File: config.mk
export PLATFORM = sky130hd
export DESIGN_NAME = prbs_rx_tester
export DESIGN_NICKNAME = d
export VERILOG_FILES = /design/src/rtl/prbs_rx_pkg.sv /design/src/rtl/prbs_rx_sync.sv /design/src/rtl/prbs_rx_run.sv /design/src/rtl/prbs_rx_meas.sv /design/src/rtl/prbs_rx_tester.sv
export SDC_FILE = /design/constraint.sdc
export NUM_CORES = 1
export LEC_CHECK = 0
export BUFFER_PORTS_ARGS = -buffer_cell sky130_fd_sc_hd__clkbuf_2
export CORE_MARGIN = 2
export CORE_UTILIZATION = 50
export DETAILED_ROUTE_END_ITERATION = 10
export PLACE_DENSITY = 0.75
export SYNTH_ARGS = -nofsm -noshare
export SYNTH_HDL_FRONTEND = slang
export SYNTH_SLANG_ARGS = --single-unit
File: constraint.sdc
create_clock -name clk -period 5.2 [get_ports clk]
set_input_delay 0.52 -clock clk [delete_from_list [all_inputs] [get_ports clk]]
set_output_delay 0.52 -clock clk [all_outputs]
set_load 0.03 [all_outputs]
File: src/rtl/prbs_rx_pkg.sv
package prbs_rx_pkg;

  // Status word, MSB first: bit 8 down to bit 0
  typedef struct packed {
    logic inv;    // 8
    logic s_one;  // 7
    logic s_zero; // 6
    logic s_oos;  // 5
    logic eop;    // 4
    logic s_err;  // 3
    logic one;    // 2
    logic zero;   // 1
    logic oos;    // 0
  } status_t;

  localparam int STAT_W = $bits(status_t);

  localparam logic [1:0] ADDR_STATUS = 2'd0;
  localparam logic [1:0] ADDR_BITS   = 2'd1;
  localparam logic [1:0] ADDR_ERRS   = 2'd2;

  // Pattern polynomial x^15 + x^14 + 1
  localparam int PAT_LEN  = 15;
  localparam int TAP_OLD  = 14;
  localparam int TAP_NEXT = 13;

endpackage

File: src/rtl/prbs_rx_sync.sv
module prbs_rx_sync
  import prbs_rx_pkg::*;
#(
  parameter int SYNC_LEN = 32,
  parameter int WIN      = 64,
  parameter int LOS_THR  = 6
) (
  input  logic clk,
  input  logic rst_n,
  input  logic valid,
  input  logic bit_in,
  output logic in_sync,
  output logic inv,
  output logic err_pulse
);
  localparam int CW = $clog2(SYNC_LEN + 1);
  localparam int WW = $clog2(WIN + 1);

  logic [PAT_LEN-1:0] hist;
  logic [CW-1:0]      hunt_cnt, hunt_nxt;
  logic               hunt_pol, pol_nxt;
  logic [WIN-1:0]     win;
  logic [WW-1:0]      win_cnt, win_nxt;
  logic               pred, exp_bit, mixed, mism, err_now;

  assign pred    = hist[TAP_OLD] ^ hist[TAP_NEXT];
  assign exp_bit = pred ^ inv;
  assign mixed   = (|hist) && !(&hist);
  assign mism    = bit_in ^ pred;
  assign err_now = in_sync && (bit_in != exp_bit);
  assign err_pulse = valid && err_now;
  assign win_nxt = win_cnt + WW'(err_now) - WW'(win[WIN-1]);

  always_comb begin
    hunt_nxt = hunt_cnt;
    pol_nxt  = hunt_pol;
    if (!mixed) begin
      hunt_nxt = '0;
    end else if (hunt_cnt != '0 && mism == hunt_pol) begin
      hunt_nxt = hunt_cnt + CW'(1);
    end else begin
      hunt_nxt = CW'(1);
      pol_nxt  = mism;
    end
  end

  always_ff @(posedge clk) begin
    if (!rst_n) begin
      hist     <= '0;
      hunt_cnt <= '0;
      hunt_pol <= 1'b0;
      win      <= '0;
      win_cnt  <= '0;
      in_sync  <= 1'b0;
      inv      <= 1'b0;
    end else if (valid) begin
      if (in_sync) begin
        hist    <= {hist[PAT_LEN-2:0], exp_bit};
        win     <= {win[WIN-2:0], err_now};
        win_cnt <= win_nxt;
        if (win_nxt >= WW'(LOS_THR)) begin
          in_sync  <= 1'b0;
          hunt_cnt <= '0;
        end
      end else begin
        hist     <= {hist[PAT_LEN-2:0], bit_in};
        hunt_pol <= pol_nxt;
        if (hunt_nxt == CW'(SYNC_LEN)) begin
          in_sync  <= 1'b1;
          inv      <= pol_nxt;
          hunt_cnt <= '0;
          win      <= '0;
          win_cnt  <= '0;
        end else begin
          hunt_cnt <= hunt_nxt;
        end
      end
    end
  end

endmodule

File: src/rtl/prbs_rx_run.sv
module prbs_rx_run #(
  parameter int RUN_LEN = 32,
  parameter bit MATCH   = 1'b1
) (
  input  logic clk,
  input  logic rst_n,
  input  logic valid,
  input  logic bit_in,
  output logic live
);
  localparam int RW = $clog2(RUN_LEN + 1);

  logic [RW-1:0] run;

  assign live = (run == RW'(RUN_LEN));

  always_ff @(posedge clk) begin
    if (!rst_n) begin
      run <= '0;
    end else if (valid) begin
      if (bit_in == MATCH) begin
        if (!live) run <= run + RW'(1);
      end else begin
        run <= '0;
      end
    end
  end

endmodule

File: src/rtl/prbs_rx_meas.sv
module prbs_rx_meas #(
  parameter int CNT_W = 32
) (
  input  logic             clk,
  input  logic             rst_n,
  input  logic             valid,
  input  logic             err,
  input  logic             snap_cmd,
  input  logic             clr,
  input  logic [CNT_W-1:0] interval,
  output logic [CNT_W-1:0] res_bits,
  output logic [CNT_W-1:0] res_errs,
  output logic             pending
);
  logic [CNT_W-1:0] bit_cnt, err_cnt, bit_nxt, err_nxt;
  logic             expire, period_end, may_store;

  assign bit_nxt    = bit_cnt + CNT_W'(valid);
  assign err_nxt    = err_cnt + CNT_W'(err);
  assign expire     = (interval != '0) && (bit_nxt >= interval);
  assign period_end = expire || snap_cmd;
  assign may_store  = !pending || clr;

  always_ff @(posedge clk) begin
    if (!rst_n) begin
      bit_cnt  <= '0;
      err_cnt  <= '0;
      res_bits <= '0;
      res_errs <= '0;
      pending  <= 1'b0;
    end else begin
      pending <= (pending && !clr) || period_end;
      if (period_end) begin
        bit_cnt <= '0;
        err_cnt <= '0;
        if (may_store) begin
          res_bits <= bit_nxt;
          res_errs <= err_nxt;
        end
      end else begin
        bit_cnt <= bit_nxt;
        err_cnt <= err_nxt;
      end
    end
  end

endmodule

File: src/rtl/prbs_rx_tester.sv
module prbs_rx_tester
  import prbs_rx_pkg::*;
#(
  parameter int CNT_W    = 32,
  parameter int SYNC_LEN = 32,
  parameter int RUN_LEN  = 32,
  parameter int LOS_WIN  = 64,
  parameter int LOS_THR  = 6
) (
  input  logic             clk,
  input  logic             rst_n,
  input  logic             in_valid,
  output logic             in_ready,
  input  logic             in_bit,
  input  logic [CNT_W-1:0] cfg_interval,
  input  logic             cmd_snap,
  input  logic             rd_en,
  input  logic [1:0]       rd_addr,
  output logic [CNT_W-1:0] rd_data
);
  logic             take, in_sync, inv_pol, err_pulse;
  logic [1:0]       live_run;  // [0] zeros, [1] ones
  logic             s_one, s_zero, s_oos, s_err, eop;
  logic             stat_rd, err_rd;
  logic [CNT_W-1:0] res_bits, res_errs;
  status_t          stat_word;

  assign in_ready = 1'b1;
  assign take     = in_valid && in_ready;
  assign stat_rd  = rd_en && (rd_addr == ADDR_STATUS);
  assign err_rd   = rd_en && (rd_addr == ADDR_ERRS);

  prbs_rx_sync #(
    .SYNC_LEN(SYNC_LEN), .WIN(LOS_WIN), .LOS_THR(LOS_THR)
  ) u_sync (
    .clk(clk), .rst_n(rst_n), .valid(take), .bit_in(in_bit),
    .in_sync(in_sync), .inv(inv_pol), .err_pulse(err_pulse)
  );

  for (genvar g = 0; g < 2; g++) begin : g_run
    prbs_rx_run #(.RUN_LEN(RUN_LEN), .MATCH(g == 1)) u_run (
      .clk(clk), .rst_n(rst_n), .valid(take), .bit_in(in_bit),
      .live(live_run[g])
    );
  end

  prbs_rx_meas #(.CNT_W(CNT_W)) u_meas (
    .clk(clk), .rst_n(rst_n), .valid(take), .err(err_pulse),
    .snap_cmd(cmd_snap), .clr(err_rd), .interval(cfg_interval),
    .res_bits(res_bits), .res_errs(res_errs), .pending(eop)
  );

  always_ff @(posedge clk) begin
    if (!rst_n) begin
      s_one  <= 1'b0;
      s_zero <= 1'b0;
      s_oos  <= 1'b1;
      s_err  <= 1'b0;
    end else begin
      s_one  <= (s_one  && !stat_rd) || live_run[1];
      s_zero <= (s_zero && !stat_rd) || live_run[0];
      s_oos  <= (s_oos  && !stat_rd) || !in_sync;
      s_err  <= (s_err  && !stat_rd) || err_pulse;
    end
  end

  always_comb begin
    stat_word.inv    = inv_pol;
    stat_word.s_one  = s_one;
    stat_word.s_zero = s_zero;
    stat_word.s_oos  = s_oos;
    stat_word.eop    = eop;
    stat_word.s_err  = s_err;
    stat_word.one    = live_run[1];
    stat_word.zero   = live_run[0];
    stat_word.oos    = !in_sync;
  end

  always_comb begin
    case (rd_addr)
      ADDR_STATUS: rd_data = {{(CNT_W-STAT_W){1'b0}}, stat_word};
      ADDR_BITS:   rd_data = res_bits;
      ADDR_ERRS:   rd_data = res_errs;
      default:     rd_data = '0;
    endcase
  end

endmodule

After elaboration in Yosys (flattened, before gate mapping) --
Cells that the tools add are included.
Cells by class: reductions and logical operators 38, mux-type cells 20, magnitude comparators 2, bitwise logic cells 5, add/sub/neg operators 7, equality and inequality tests 10
Operators with widths (number):
- two-way mux 64 bit | 2
- case mux 32 bit (3 select lines) | 1
- adder 32 x 1 -> 32 bit | 2
- two-way mux 6 bit | 9
- greater-or-equal comparator 32 bit | 1
- nonzero test 32 bit | 1
- adder 6 x 1 -> 6 bit, second input constant | 3
- == test 6 bit, second input constant | 3
- AND reduction 15 bit | 1
- OR reduction 15 bit | 1
- two-way mux 7 bit | 2
- logical AND 1 bit | 12
- AND reduction 2 bit | 6
- adder 7 x 1 -> 7 bit | 1
- greater-or-equal comparator 7 x 3 -> 1 bit, second input constant | 1
- logical OR 1 bit | 7
- subtractor 7 x 1 -> 7 bit | 1
- two-way mux 1 bit | 6
- != test 2 bit, second input constant | 3
- nonzero test 6 bit | 1
- zero test 1 bit | 5
- AND reduction 3 bit | 1
- XOR 1 bit | 3
- == test 2 x 1 -> 1 bit, second input constant | 1
- other kinds (7) | 8
Word-level totals: logic and storage cells 100, output and inout port bits 33, bits of input ports 40, bits in registers 240

Longest topological paths before layout --
depth after elaboration 9, mapped depth 17, depth with buffers taken out 15

Hierarchy --
From an unflattened synthesis, not the netlist that was laid out.
Unflattened totals: cells, all modules 1500, area, all modules 12410.7 um^2
Modules (own cells, without submodules):
- prbs_rx_meas | area an instance 6760.2 um^2, instances 1, cells each 820, seq. area each 2582.5 um^2
- prbs_rx_sync | area an instance 4302.9 um^2, instances 1, cells each 522, seq. area each 1901.8 um^2
- prbs_rx_tester | area an instance 636.9 um^2, instances 1, cells each 72, seq. area each 80.1 um^2
- prbs_rx_run (g_run[1].u_run) | area an instance 357.8 um^2, instances 1, cells each 44, seq. area each 120.1 um^2
- prbs_rx_run (g_run[0].u_run) | area an instance 352.8 um^2, instances 1, cells each 42, seq. area each 120.1 um^2

Worst setup path after synthesis --
Ideal clock, no wire load.
kind input to register, start in in_valid, end reg u_meas.res_bits[25], arrival 3.880 ns, required time 5.079 ns, library setup time 0.121 ns, path slack 1.200 ns, stages on the path 16, path buffers 2, path through ha_1 -> ha_1 -> nand3_1 -> or3_1 -> or3_1 -> nor2_1 -> xnor2_1 -> inv_1 -> ha_1 -> nand4_1 -> or4_1 -> a21o_1 -> a221o_1 -> buf_2 -> buf_2 -> o2bb2ai_1
Between the ends: cells in the longest elaborated chain, start to end 5
RTL lines:
- start: declaration | line prbs_rx_tester.sv:12 | input logic in_valid,
- adder 32 x 1 -> 32 bit | line prbs_rx_meas.sv:18 | assign bit_nxt = bit_cnt + CNT_W'(valid);
- via u_meas.bit_nxt[26] | line prbs_rx_meas.sv:15 | logic [CNT_W-1:0] bit_cnt, err_cnt, bit_nxt, err_nxt;
- greater-or-equal comparator 32 bit | line prbs_rx_meas.sv:20 | assign expire = (interval != '0) && (bit_nxt >= interval);
- logical AND 1 bit | line prbs_rx_meas.sv:20
- logical OR 1 bit | line prbs_rx_meas.sv:21 | assign period_end = expire || snap_cmd;
- AND reduction 2 bit (no source line)
- end signal: assignment | line prbs_rx_meas.sv:37 | res_bits <= bit_nxt;
- end: declaration | line prbs_rx_meas.sv:11 | output logic [CNT_W-1:0] res_bits,
The timed path passes the listed nets, and every way through them passes these cells. A chain may end at the register's enable or synchronous reset.

Worst setup path in the final report --
start reg u_meas.bit_cnt[0], end reg u_meas.res_errs[29]
Between the ends: cells in the longest elaborated chain, start to end 5
RTL lines:
- start: declaration | line prbs_rx_meas.sv:15
- start signal: assignment | line prbs_rx_meas.sv:41 | bit_cnt <= bit_nxt;
- adder 32 x 1 -> 32 bit | line prbs_rx_meas.sv:18
- via u_meas.bit_nxt[30] | line prbs_rx_meas.sv:15
- greater-or-equal comparator 32 bit | line prbs_rx_meas.sv:20
- logical AND 1 bit | line prbs_rx_meas.sv:20
- logical OR 1 bit | line prbs_rx_meas.sv:21
- AND reduction 2 bit (no source line)
- end signal: assignment | line prbs_rx_meas.sv:38 | res_errs <= err_nxt;
- end: declaration | line prbs_rx_meas.sv:12 | output logic [CNT_W-1:0] res_errs,
The timed path passes the listed nets, and every way through them passes these cells.

==> impl_results.md <==
* Utilization after layout at 56.99%
* Ratio of cells with drive above 1 in the final layout at 10.87%
* Post-route setup TNS at 0 ns
* Post-Syn Area at 11170 um^2
* Hold Path Sink: u_meas.err_cnt[1]
* Core Rows at 54
* Distinct cell type count after synthesis at 66
* RSZ-0062 raised after global routing: no
* Dpl hpwl at 16670 um
* Rel. slew slack at 36.91%
* Ant diodes at 0
* Yosys warning total at 0
* Crit path time final at 4.648 ns
* Most used cell, CP: ha_1
* Hold path cells at 2
* WL per Instance at 15.54 um
* Int Pwr at 3.021 mW
* First-pass GRT wire length at 40590 um
* GRT Util Overall at 20.20%
* Crit Reg-Reg Startpoint: u_meas.bit_cnt[0]
* DRC at 0
* Routability cong. at 0.8405
* R2R cell count at 15
* Max VDD drop at 0.2719 mV
* Hold Crit Start: cmd_snap
* Hold buffers post-CTS at 0
* MaxCap Viol Count at 0
* Vias/cell at 5.677
* Period utilization at 89.39%
* Layout area overhead at 11.66%
* CP Class: flip-flop to flip-flop
* Worst setup EP type: flip-flop
* CTS tree: done
* Gate count of the mapped netlist at 1275
* Starting DRT DRC Count at 605
* DR pass1 iterations at 5
* Highest-delay cell along the critical path: a221o_2
* CP max stage delay at 0.61 ns
* Hold WC Path Type: primary input to flip-flop
* Maximum buffer depth of the clock tree at 3
* Placed cells at 1552
* NetSw at 832.5 uW
* Total die area at 23560 um^2
* Vias post-DR at 9060
* Pleak at 4.778 nW
* CTS Sinks at 240
* Cts bufs inserted at 25
* Core Region at 21890 um^2
* Worst slew pin tran at 0.9463 ns
* F_max at 0.2151 GHz
* PortBufs at 71
* IO Pins at 73
* Nets at 1389
* Syn nets at 1365
* Non-Filler Instances at 1596
* Final setup viols at 0
* Pin count of the biggest net entering global routing at 106
* Via count of the first global-routing pass at 8430
* EDFF count, synth at 0
* Layout Skew at 0.01196 ns
* Pwr dens at 308.9 nW/um^2
* Post-CTS Resized at 0
* Die Y at 153.5 um
* Max FO, Critical Path at 37
* Clock Power Share at 47.7%
* Synth async-reset ratio at 0%
* Most frequent cells in the layout: 240 x dfxtp_1, 124 x nand2_1, 104 x nand3_1
* Global route total overflow at 0
* Final Hold Fails at 0
* Seq/Total Area, Yosys at 43.00%
* Setup Fix Bufs, Post-CTS at 0
* Crit path DAT at 5.04 ns
* Mean Syn Cell Area at 8.763 um^2
* Antenna violations before repair at 0
* Reg-to-reg endpoint: u_meas.res_errs[29]
* Run status: finished clean
* Net Sw Frac at 21.60%
* Worst Path Required at 5.59 ns
* Pwr Total at 3.854 mW
* Starting Density at 51.04%
* Most common cell after layout, fill and taps aside: dfxtp_1
* CTS H-tree lvls at 1
* Clock-pin slew on the worst setup and hold paths at 0.06 ns
* Reg power frac at 48.0%
* Root Buffer: clkbuf_16
* Most common flop cell mapped by yosys: dfxtp_1
* Flop-to-flop setup slack at 0.55 ns
* CP Launch Type: flip-flop
* Slew Limit Fails at 0
* Routed wire length at 24810 um
* Clk Latency, worst-skew pair at 0.52 ns
* Die W at 153.5 um
* Logic pwr share at 4.3%
* Worst path cell trace: ha_1 -> ha_1 -> nand3_1 -> or3_1 -> nor2_1 -> and4_1 -> xnor2_1 -> inv_1 -> ha_1 -> nand4_1 -> or4_1 -> a21o_1 -> a221o_2 -> buf_4 -> o2bb2ai_1
* Post-synthesis register bit count at 240
* Antenna-violating nets left at 0
[state kept, by name, summed over array words and instances (netlist names)]
register	count
u_meas.res_bits	32
u_sync.win	64
s_one	1
u_meas.err_cnt	32
u_meas.res_errs	32
u_sync.hunt_pol	1
s_err	1
u_meas.pending	1
u_sync.in_sync	1
s_zero	1
u_sync.hist	15
g_run.u_run.run	12
u_meas.bit_cnt	32
u_sync.win_cnt	7
u_sync.inv	1
u_sync.hunt_cnt	6
s_oos	1
[power by group through the flow]
stage,Clock [mW],Combinational [mW],Sequential (mW)
3_3_place_gp,0,0.161,1.89
3_5_place_dp,0,0.164,1.89
2_1_floorplan,0,0.116,1.89
5_1_grt,1.95,0.182,1.85
4_1_cts,1.88,0.165,1.85
6_report,1.84,0.165,1.85
[critical path, delay by kind of cell, from the launching register on]
| kind | cells | cell delay, ns |
|---|---|---|
| AND/OR/NAND/NOR | 6 | 1.80 |
| buffers and inverters | 2 | 0.46 |
| AO/OA/AOI/OAI | 3 | 1.01 |
| XOR/XNOR | 1 | 0.19 |
| flip-flops | 1 | 0.31 |
| adder cells (fa/ha/maj) | 3 | 0.72 |
[logic make-up (layout without fill, tap and decap cells)]
family / count (synthesis) / count (layout) / share of synthesized area [%]
other cells: 1 / 1 / 0.03356
buf+inv: 179 / 220 / 6.786
compound gates: 258 / 258 / 16.45
mux: 25 / 25 / 2.251
flops: 240 / 240 / 43.00
fa+ha+maj: 50 / 50 / 5.666
xor+xnor: 74 / 74 / 6.002
simple gates: 448 / 448 / 19.81
[routing by layer]
metal	share of wire, %	global-route usage (%)
met1	46	27.42
met2	48	34.03
met3	4.2	2.892
met4	1.8	4.893
met5	0	0
[worst max path at each step]
stage	start	to	slack (ns)
after global routing	u_meas.bit_cnt[0]	u_meas.res_errs[25]	0.28
after global placement	in_valid	u_meas.res_bits[27]	0.40
after detailed placement	in_valid	u_meas.res_errs[30]	0.32
after CTS	u_meas.bit_cnt[0]	u_meas.res_errs[25]	0.59
after floorplan	in_valid	u_meas.res_bits[25]	1.20
final	u_meas.bit_cnt[0]	u_meas.res_errs[29]	0.55
[metrics by stage]
| stage | hold WS, ns | area [um^2] | worst slack (ns) |
|---|---|---|---|
| floorplan | 0.4321 | 11170 | 1.200 |
| global placement | 0.4423 | 11620 | 0.4020 |
| detailed placement | 0.4485 | 11620 | 0.3183 |
| CTS | 0.3562 | 12480 | 0.5859 |
| global route | 0.3737 | 12480 | 0.2764 |
| finish | 0.3934 | 12480 | 0.5516 |
[final cells by class]
cell class                 count  area, um^2
fill                        1936        9415
multi-input combinational    856        5652
sequential                   240        4805
clock buffer                  35       733.2
timing repair buffer          83       460.4
tap                          280       350.3
inverter                      93       349.1
clock inverter                 9       126.4
[cell usage after synthesis (all sizes together) (12+ instances only)]
cell     count  share of area, %
a21oi       33               1.5
nor2        54               1.8
clkbuf      54               1.8
inv         93               3.1
o21ai       29               1.3
a22o        23               1.8
buf         32               1.8
nand4       25               1.5
mux2i       24               2.2
and3        12              0.67
o2bb2ai     60               4.7
dfxtp      240                43
xnor2       28               2.3
nand2      125               4.2
nand3      105               4.7
nor3        72               3.3
nor4        19               1.1
xor2        45               3.5
o22ai       71               4.0
ha          49               5.5
No activity file was read; power rests on OpenSTA's default activity.
